--- src/rtl/rst_seq_pkg.sv ---
package rst_seq_pkg;

    typedef enum logic [2:0] {
        ST_START    = 3'd0,
        ST_HOLD     = 3'd1,
        ST_PWRT_POR = 3'd2,
        ST_PWRT_BOR = 3'd3,
        ST_OST      = 3'd4,
        ST_RUN      = 3'd5
    } seq_state_e;

    typedef enum logic [1:0] {
        PH_HOLD = 2'd0,
        PH_PWRT = 2'd1,
        PH_OST  = 2'd2,
        PH_RUN  = 2'd3
    } phase_e;

    localparam logic [1:0] OSC_MODE_RC = 2'd3;

    function automatic phase_e phase_of(seq_state_e st);
        phase_e ph;
        unique case (st)
            ST_START, ST_HOLD:        ph = PH_HOLD;
            ST_PWRT_POR, ST_PWRT_BOR: ph = PH_PWRT;
            ST_OST:                   ph = PH_OST;
            ST_RUN:                   ph = PH_RUN;
            default:                  ph = PH_HOLD;
        endcase
        return ph;
    endfunction

endpackage

--- src/rtl/rst_seq_sync.sv ---
module rst_seq_sync #(
    parameter int   STAGES  = 2,
    parameter logic RST_VAL = 1'b0
) (
    input  logic clk_i,
    input  logic rst_i,
    input  logic d_i,
    output logic q_o
);
    logic [STAGES-1:0] chain_q;

    always_ff @(posedge clk_i or posedge rst_i) begin
        if (rst_i) chain_q <= {STAGES{RST_VAL}};
        else       chain_q <= {chain_q[STAGES-2:0], d_i};
    end

    assign q_o = chain_q[STAGES-1];
endmodule

--- src/rtl/rst_seq_timer.sv ---
module rst_seq_timer #(
    parameter int LIMIT = 8
) (
    input  logic clk_i,
    input  logic rst_i,
    input  logic clear_i,
    input  logic inc_i,
    output logic done_o
);
    localparam int W = $clog2(LIMIT + 1);
    localparam logic [W-1:0] LAST = W'(LIMIT - 1);

    logic [W-1:0] cnt_q;

    assign done_o = inc_i && (cnt_q == LAST);

    always_ff @(posedge clk_i or posedge rst_i) begin
        if (rst_i)                 cnt_q <= '0;
        else if (clear_i || done_o) cnt_q <= '0;
        else if (inc_i)            cnt_q <= cnt_q + 1'b1;
    end

    AST_NO_OVERFLOW: assert property (@(posedge clk_i) disable iff (rst_i)
        cnt_q <= LAST);

    AST_CLEAR_ZERO: assert property (@(posedge clk_i) disable iff (rst_i)
        clear_i |=> cnt_q == '0);
endmodule

--- src/rtl/rst_seq_status.sv ---
module rst_seq_status (
    input  logic       clk_i,
    input  logic       por_i,
    input  logic       bor_clr_i,
    input  logic       wr_i,
    input  logic [1:0] wdata_i,
    output logic [1:0] stat_o
);
    logic [1:0] stat_q;

    always_ff @(posedge clk_i or posedge por_i) begin
        if (por_i) begin
            stat_q <= 2'b00;
        end else begin
            if (wr_i)      stat_q    <= wdata_i;
            if (bor_clr_i) stat_q[0] <= 1'b0;
        end
    end

    assign stat_o = stat_q;

    AST_BOR_FLAG_CLR: assert property (@(posedge clk_i) disable iff (por_i)
        bor_clr_i |=> !stat_q[0]);

    AST_POR_FLAG_KEEP: assert property (@(posedge clk_i) disable iff (por_i)
        !wr_i |=> $stable(stat_q[1]));

    AST_WRITE_LOAD: assert property (@(posedge clk_i) disable iff (por_i)
        wr_i |=> stat_q[1] == $past(wdata_i[1]));
endmodule

--- src/rtl/rst_seq_top.sv ---
module rst_seq_top
    import rst_seq_pkg::*;
#(
    parameter int PWRT_TICKS  = 72,
    parameter int OST_CYCLES  = 1024,
    parameter int SYNC_STAGES = 2
) (
    input  logic       clk_i,
    input  logic       por_i,
    input  logic       supply_low_i,
    input  logic       mclr_n_i,
    input  logic       wake_i,
    input  logic       cfg_pwrt_n_i,
    input  logic       cfg_bor_en_i,
    input  logic [1:0] osc_mode_i,
    input  logic       rc_tick_i,
    input  logic       sw_wr_i,
    input  logic [1:0] sw_wdata_i,
    output logic       core_rst_o,
    output logic [1:0] phase_o,
    output logic [1:0] status_o
);
    seq_state_e state_q, state_d;

    logic pin_high;
    logic bor_hit;
    logic crystal;
    logic pwrt_on;
    logic in_pwrt;
    logic in_ost;
    logic pwrt_done;
    logic ost_done;

    rst_seq_sync #(.STAGES(SYNC_STAGES), .RST_VAL(1'b0)) u_pin_sync (
        .clk_i (clk_i),
        .rst_i (por_i),
        .d_i   (mclr_n_i),
        .q_o   (pin_high)
    );

    assign bor_hit = cfg_bor_en_i && supply_low_i;
    assign crystal = (osc_mode_i != OSC_MODE_RC);
    assign pwrt_on = !cfg_pwrt_n_i || cfg_bor_en_i;
    assign in_pwrt = (state_q == ST_PWRT_POR) || (state_q == ST_PWRT_BOR);
    assign in_ost  = (state_q == ST_OST);

    rst_seq_timer #(.LIMIT(PWRT_TICKS)) u_pwrt_timer (
        .clk_i   (clk_i),
        .rst_i   (por_i),
        .clear_i (!in_pwrt),
        .inc_i   (in_pwrt && rc_tick_i),
        .done_o  (pwrt_done)
    );

    rst_seq_timer #(.LIMIT(OST_CYCLES)) u_ost_timer (
        .clk_i   (clk_i),
        .rst_i   (por_i),
        .clear_i (!in_ost),
        .inc_i   (in_ost),
        .done_o  (ost_done)
    );

    // state register
    always_ff @(posedge clk_i or posedge por_i) begin
        if (por_i) state_q <= ST_START;
        else       state_q <= state_d;
    end

    // next-state decision
    always_comb begin
        state_d = state_q;
        if (bor_hit) begin
            state_d = ST_HOLD;
        end else begin
            unique case (state_q)
                ST_START: begin
                    if (pwrt_on)      state_d = ST_PWRT_POR;
                    else if (crystal) state_d = ST_OST;
                    else              state_d = ST_RUN;
                end
                ST_HOLD:     state_d = ST_PWRT_BOR;
                ST_PWRT_POR: if (pwrt_done) state_d = crystal ? ST_OST : ST_RUN;
                ST_PWRT_BOR: if (pwrt_done) state_d = ST_RUN;
                ST_OST:      if (ost_done)  state_d = ST_RUN;
                ST_RUN:      if (wake_i && crystal) state_d = ST_OST;
                default:     state_d = ST_START;
            endcase
        end
    end

    // outputs
    always_comb begin
        phase_o    = phase_of(state_q);
        core_rst_o = !((state_q == ST_RUN) && pin_high);
    end

    rst_seq_status u_status (
        .clk_i     (clk_i),
        .por_i     (por_i),
        .bor_clr_i (bor_hit),
        .wr_i      (sw_wr_i),
        .wdata_i   (sw_wdata_i),
        .stat_o    (status_o)
    );

    AST_BOR_HOLD: assert property (@(posedge clk_i) disable iff (por_i)
        bor_hit |=> phase_o == PH_HOLD);

    AST_OST_ENTRY: assert property (@(posedge clk_i) disable iff (por_i)
        (in_ost && $past(state_q) != ST_OST) |->
            ($past(state_q) == ST_START || $past(state_q) == ST_PWRT_POR
             || $past(state_q) == ST_RUN));

    AST_RC_NO_OST: assert property (@(posedge clk_i) disable iff (por_i)
        (osc_mode_i == OSC_MODE_RC && $past(osc_mode_i) == OSC_MODE_RC
         && $past(state_q) != ST_OST) |-> !in_ost);

    AST_BOR_NO_OST: assert property (@(posedge clk_i) disable iff (por_i)
        (state_q == ST_PWRT_BOR) |=> (state_q != ST_OST));

    AST_RUN_STAYS: assert property (@(posedge clk_i) disable iff (por_i)
        (state_q == ST_RUN && !bor_hit && !wake_i) |=> state_q == ST_RUN);

    AST_RELEASE_IN_RUN: assert property (@(posedge clk_i) disable iff (por_i)
        !core_rst_o |-> phase_o == PH_RUN);
endmodule

--- config.mk ---
export PLATFORM = sky130hd
export DESIGN_NAME = rst_seq_top
export DESIGN_NICKNAME = d
export VERILOG_FILES = /design/src/rtl/rst_seq_pkg.sv /design/src/rtl/rst_seq_sync.sv /design/src/rtl/rst_seq_timer.sv /design/src/rtl/rst_seq_status.sv /design/src/rtl/rst_seq_top.sv
export SDC_FILE = /design/constraint.sdc
export NUM_CORES = 1
export LEC_CHECK = 0
export BUFFER_PORTS_ARGS = -buffer_cell sky130_fd_sc_hd__buf_2
export CAP_MARGIN = 10
export CORE_ASPECT_RATIO = 0.7
export CORE_MARGIN = 4
export CORE_UTILIZATION = 34
export DETAILED_ROUTE_END_ITERATION = 16
export PLACE_DENSITY = 0.51
export REMOVE_ABC_BUFFERS = 1
export SYNTH_ARGS = -nofsm -noshare
export SYNTH_HDL_FRONTEND = slang
export SYNTH_SLANG_ARGS = --single-unit
--- constraint.sdc ---
create_clock -name clk_i -period 1.85 [get_ports clk_i]
set_input_delay 0.0925 -clock clk_i [delete_from_list [all_inputs] [get_ports clk_i]]
set_output_delay 0.0925 -clock clk_i [all_outputs]
set_load 0.005 [all_outputs]
======== Yosys cells after proc, flatten, opt, wreduce, memory -nomap -nowiden ========
Index checks and enable logic that the tools add are counted.
word-level totals
  output and inout bits ................... 5
  logic and storage cells ................. 55
  register bits after elaboration ......... 25
operators by class
  eq/ne operators ......................... 12
  reductions and logical operators ........ 20
  muxes and demuxes ....................... 15
  $add $sub $neg .......................... 2
operators by type and width
  cell                     count
  $mux W11                 2
  $mux W3                  6
  $pmux W3 S6              1
  $mux W7                  2
  $add A11 B1 Y11 const B  1
  $eq A11 B10 Y1 const B   1
  $ne A3 B2 Y1 const B     3
  $add A7 B1 Y7 const B    1
  $eq A7 B7 Y1 const B     1
  $eq A3 B2 Y1 const B     2
  $eq A3 B3 Y1 const B     2
  $logic_and A1 B1 Y1      6
  $pmux W2 S3              1
  $reduce_bool A2 Y1       3
  $logic_not A1 Y1         4
  $logic_or A1 B1 Y1       4
  $reduce_and A4 Y1        1
  $eq A3 B1 Y1 const B     1
  $logic_not A3 Y1         1
  $mux W1                  3
  $ne A3 B3 Y1 const B     1
  $ne A2 B2 Y1 const B     1
  $reduce_or A2 Y1         1

======== Logic depth before layout (Yosys ltp) ========
  depth after elaboration ................. 7
  depth in mapped cells ................... 7
  gate-level depth less buffers ........... 6

======== Hierarchy ========
From an unflattened synthesis, not the netlist that was laid out.
unflattened totals
  cells, all modules ...................... 141
  area, all modules ....................... 1342.5 um2
modules (own cells, without submodules)
  module                         instances  cells each  area each (um2)
  rst_seq_timer at u_ost_timer   1          60          586.8
  rst_seq_timer at u_pwrt_timer  1          36          372.9
  rst_seq_top                    1          36          246.5
  rst_seq_status                 1          6           82.6
  rst_seq_sync                   1          3           53.8

======== Worst setup path after synthesis ========
Ideal clock, no wire load.
  kind .................................... reg2reg
  start point ............................. register state_q[2]
  end point ............................... register state_q[0]
  setup slack ............................. 336 ps
  path buffers ............................ 0
  arrival time ............................ 1393 ps
  stages on the path, launching flop included .. 7
  period minus slack after synthesis ...... 1514 ps
  cells stage by stage .................... dfrtp_1 inv_1 ha_1 nand4_2 a31oi_4 o2111a_1 a21oi_1
on the way
  cells in the longest elaborated chain, start to end .. 6
  elaborated cells on any way between the ends .. 17
  classes of those cells .................. eq/ne: 9; mux: 2; reduce/logical: 6
ends and longest elaborated chain
  what                         RTL line                              text
  start, declared              rst_seq_top.sv:23                     seq_state_e state_q, state_d;
  start signal, assigned       rst_seq_top.sv:66                     else state_q <= state_d;
  $eq A3 B2 Y1                 rst_seq_top.sv:44, rst_seq_top.sv:75
  $logic_or A1 B1 Y1           rst_seq_top.sv:44                     assign in_pwrt = (state_q == ST_PWRT_POR) || (state_q == ST_PWRT_BOR);
  $logic_and A1 B1 Y1          rst_seq_top.sv:51                     .inc_i (in_pwrt && rc_tick_i),
  $logic_and A1 B1 Y1          rst_seq_timer.sv:15                   assign done_o = inc_i && (cnt_q == LAST);
  $ne A3 B2 Y1 (no line)       --
  $reduce_and A4 Y1 (no line)  --
Several ways; a longest one is shown, not always the timed one.
A chain may end at the register's enable or synchronous reset.

======== Worst setup path after layout ========
  start point ............................. register u_ost_timer.cnt_q[0]
  end point ............................... register u_ost_timer.cnt_q[4]
on the way
  cells in the longest elaborated chain, start to end .. 4
  elaborated cells on any way between the ends .. 7
  classes of those cells .................. add/sub: 1; eq/ne: 1; mux: 2; reduce/logical: 3
ends and longest elaborated chain
  what                                                                     RTL line             text
  start, declared                                                          rst_seq_timer.sv:13  logic [W-1:0] cnt_q;
  start signal, assigned                                                   rst_seq_timer.sv:20  else if (inc_i) cnt_q <= cnt_q + 1'b1;
  parallel branches: the longest is 4 deep, another holds $add A11 B1 Y11  --
Parallel ways; which one is timed is not known. The select of a mux whose other input is x is not followed.

==> summary.txt <==
H-tree depth - 1
Num CTS Buffers - 3
Routed vias - 922
IO Port Bufs - 17
Reg2Reg Setup Slack - 300 ps
Power per standard cell area - 925 nW/um^2
Internal power - 0.944 mW
# resized after CTS - 0
Row count - 18
Die ar. - 4900 sq um
Worst-Skew Late Latency - 270 ps
NumNets Final - 168
Fin crit share - 0.840
Fin crit period - 1550 ps
Commonest non-fill, non-tap cell in the layout - dfrtp_1
Max Transition Viols Final - 0
Worst-path clk slew - 90 ps
Rel. slew slack - 0.787
Slew @ Worst Pin - 320 ps
Hold WC Path Type - primary input to flop
Global-route wire length before repair - 4.17 mm
Fmax - 644 MHz
Core box area - 3600 sq um
Initial Util - 0.361
Final setup TNS - 0 ps
Unrepaired setup endpoints after global routing - false
Comb power frac - 0.315
Starting DRC count in detailed routing - 41
Vias in the first global route - 900
Ports - 18
Worst r2r path cells - 6
Req. time, crit path - 2010 ps
Post-Synthesis Cell Area - 1300 sq um
CTS tree - built
Synthesis warning total - 0
Vias/cell - 4.63
Post-synthesis register bit count - 25
Sw Ratio - 0.330
Layout cells sized above 1 - 0.248
Net switching power - 0.464 mW
Root Driver - clkbuf_8
Die X - 81.9 um
Status - complete, no violations
WS Path Type - flop to flop
Post-CTS Repair Setup Buffers - 0
Final HPWL DP - 1.83 mm
Number of antenna diodes - 0
Worst Clk Skew - 3.86 ps
Post-synthesis instance total - 124
Total track usage - 0.113
Async set or reset register ratio after synthesis - 1.00
Initial antenna violation count - 0
Post-route ant nets - 0
Total congestion overflow - 0
Hold Vio Cnt, Final - 0
Gpl congestion - 0.814
Clock sink total - 25
Sequential share of power - 0.457
Worst VDD drop - 0.000438 V
Critical Path AT - 1720 ps
Worst setup EP type - flop
TritonRoute pass-1 iters - 4
CP Launch Type - flop
Register area share after synthesis - 0.481
Post-synthesis cell type count - 32
Pleak - 0.705 nW
Die height - 59.8 um
CTS max path bufs - 2
Core Util, Final - 0.423
EDFF count, synth - 0
DRC viols - 0
Ys flop type - dfrtp_1
Pin count of the biggest net entering global routing - 26
Syn avg cell area - 10.5 sq um
DRT Wirelength - 2.38 mm
Post-DR wirelength/cell - 12.0 um
Area Growth Syn to Fin - 17.0%
Worst-path maximum fanout - 8
Clk pwr share - 0.227
CTS Hold Bufs - 2
Most frequent cells in the layout - dfrtp_1, nor2_1, buf_2
Hold path cells - 2
Final setup violation count - 0
MaxCap Viol Count - 0
cell type report:
cell class	count	area [sq um]
clock inverter	1	5.00
multi-input combinational	93	638
sequential	25	626
clock buffer	3	41.3
tap	50	62.6
inverter	4	15.0
fill	364	2080
timing repair buffer	23	135
path summary, 6_finish.rpt:
| check | startpoint | to |
|---|---|---|
| worst max-delay path | u_ost_timer.cnt_q[0] | u_ost_timer.cnt_q[4] |
| worst min-delay path | sw_wdata_i[1] | u_status.stat_o[1] |
| worst max register to register | u_ost_timer.cnt_q[0] | u_ost_timer.cnt_q[4] |
| worst min register to register | u_pin_sync.chain_q[0] | u_pin_sync.chain_q[1] |
| max in group asynchronous | por_i | state_q[0] |
| min in group asynchronous | por_i | u_ost_timer.cnt_q[3] |
flip-flops by register name (all words and copies together), names as in the netlist:
register and count:
u_ost_timer.cnt_q 11, u_pwrt_timer.cnt_q 7, state_q 3, u_pin_sync.chain_q 2
u_status.stat_o 2
power groups by stage:
stage,Clock (mW),Combinational [mW],Sequential (mW)
after floorplan,0,0.271,0.677
after global placement,0,0.442,0.652
after detailed placement,0,0.450,0.655
after CTS,0.335,0.454,0.644
after global routing,0.365,0.508,0.653
final,0.320,0.444,0.644
synthesized netlist by cell type (2+ instances only):
library cell | instances | area share
a21oi_1 | 5 | 0.019
and2_1 | 5 | 0.024
and3_2 | 3 | 0.017
buf_6 | 2 | 0.017
dfrtp_1 | 25 | 0.48
ha_1 | 5 | 0.048
inv_1 | 4 | 0.012
mux2i_1 | 2 | 0.015
nand2_1 | 11 | 0.032
nand3_1 | 5 | 0.019
nand4_1 | 2 | 0.0096
nor2_1 | 20 | 0.058
nor3_1 | 2 | 0.0077
nor3_2 | 2 | 0.015
o21ai_0 | 3 | 0.012
xnor2_1 | 8 | 0.054
xor2_1 | 5 | 0.034
metal layers:
layer  global-route usage  up-vias  routed length, um
li1                     -      476                  -
met1                0.165      429               1310
met2                0.159       15                953
met3               0.0422        2                101
met4               0.0213        0                 13
met5                    0        -                  0
per-stage QoR:
step                std cells  power (mW)  cell area (sq um)  setup WS, ps  hold slack [ps]
finish                    199        1.41               1520           297             51.8
global route              199        1.53               1520           163             47.0
CTS                       199        1.43               1520           286             45.8
detailed placement        193        1.10               1460           305              160
global placement          193        1.09               1460           335              162
floorplan                 122       0.948               1280           303              120
cells by family after synthesis:
family | Yosys count | share of synthesized area
xor gates and xnor gates | 13 | 0.0875
adders and majority gates | 5 | 0.0481
DFF | 25 | 0.481
muxes | 3 | 0.0240
buffers and inverters | 6 | 0.0288
and+or+nand+nor | 57 | 0.239
AOI/OAI and AO/OA | 15 | 0.0913
worst max-delay path: stages (launching register included):
cell     delay (ps)
dfrtp_1         390
ha_1            190
and3_2          260
nand4_4         120
o21ai_2         220
buf_4           200
nor2_1           60
No activity file was read; power rests on OpenSTA's default activity.
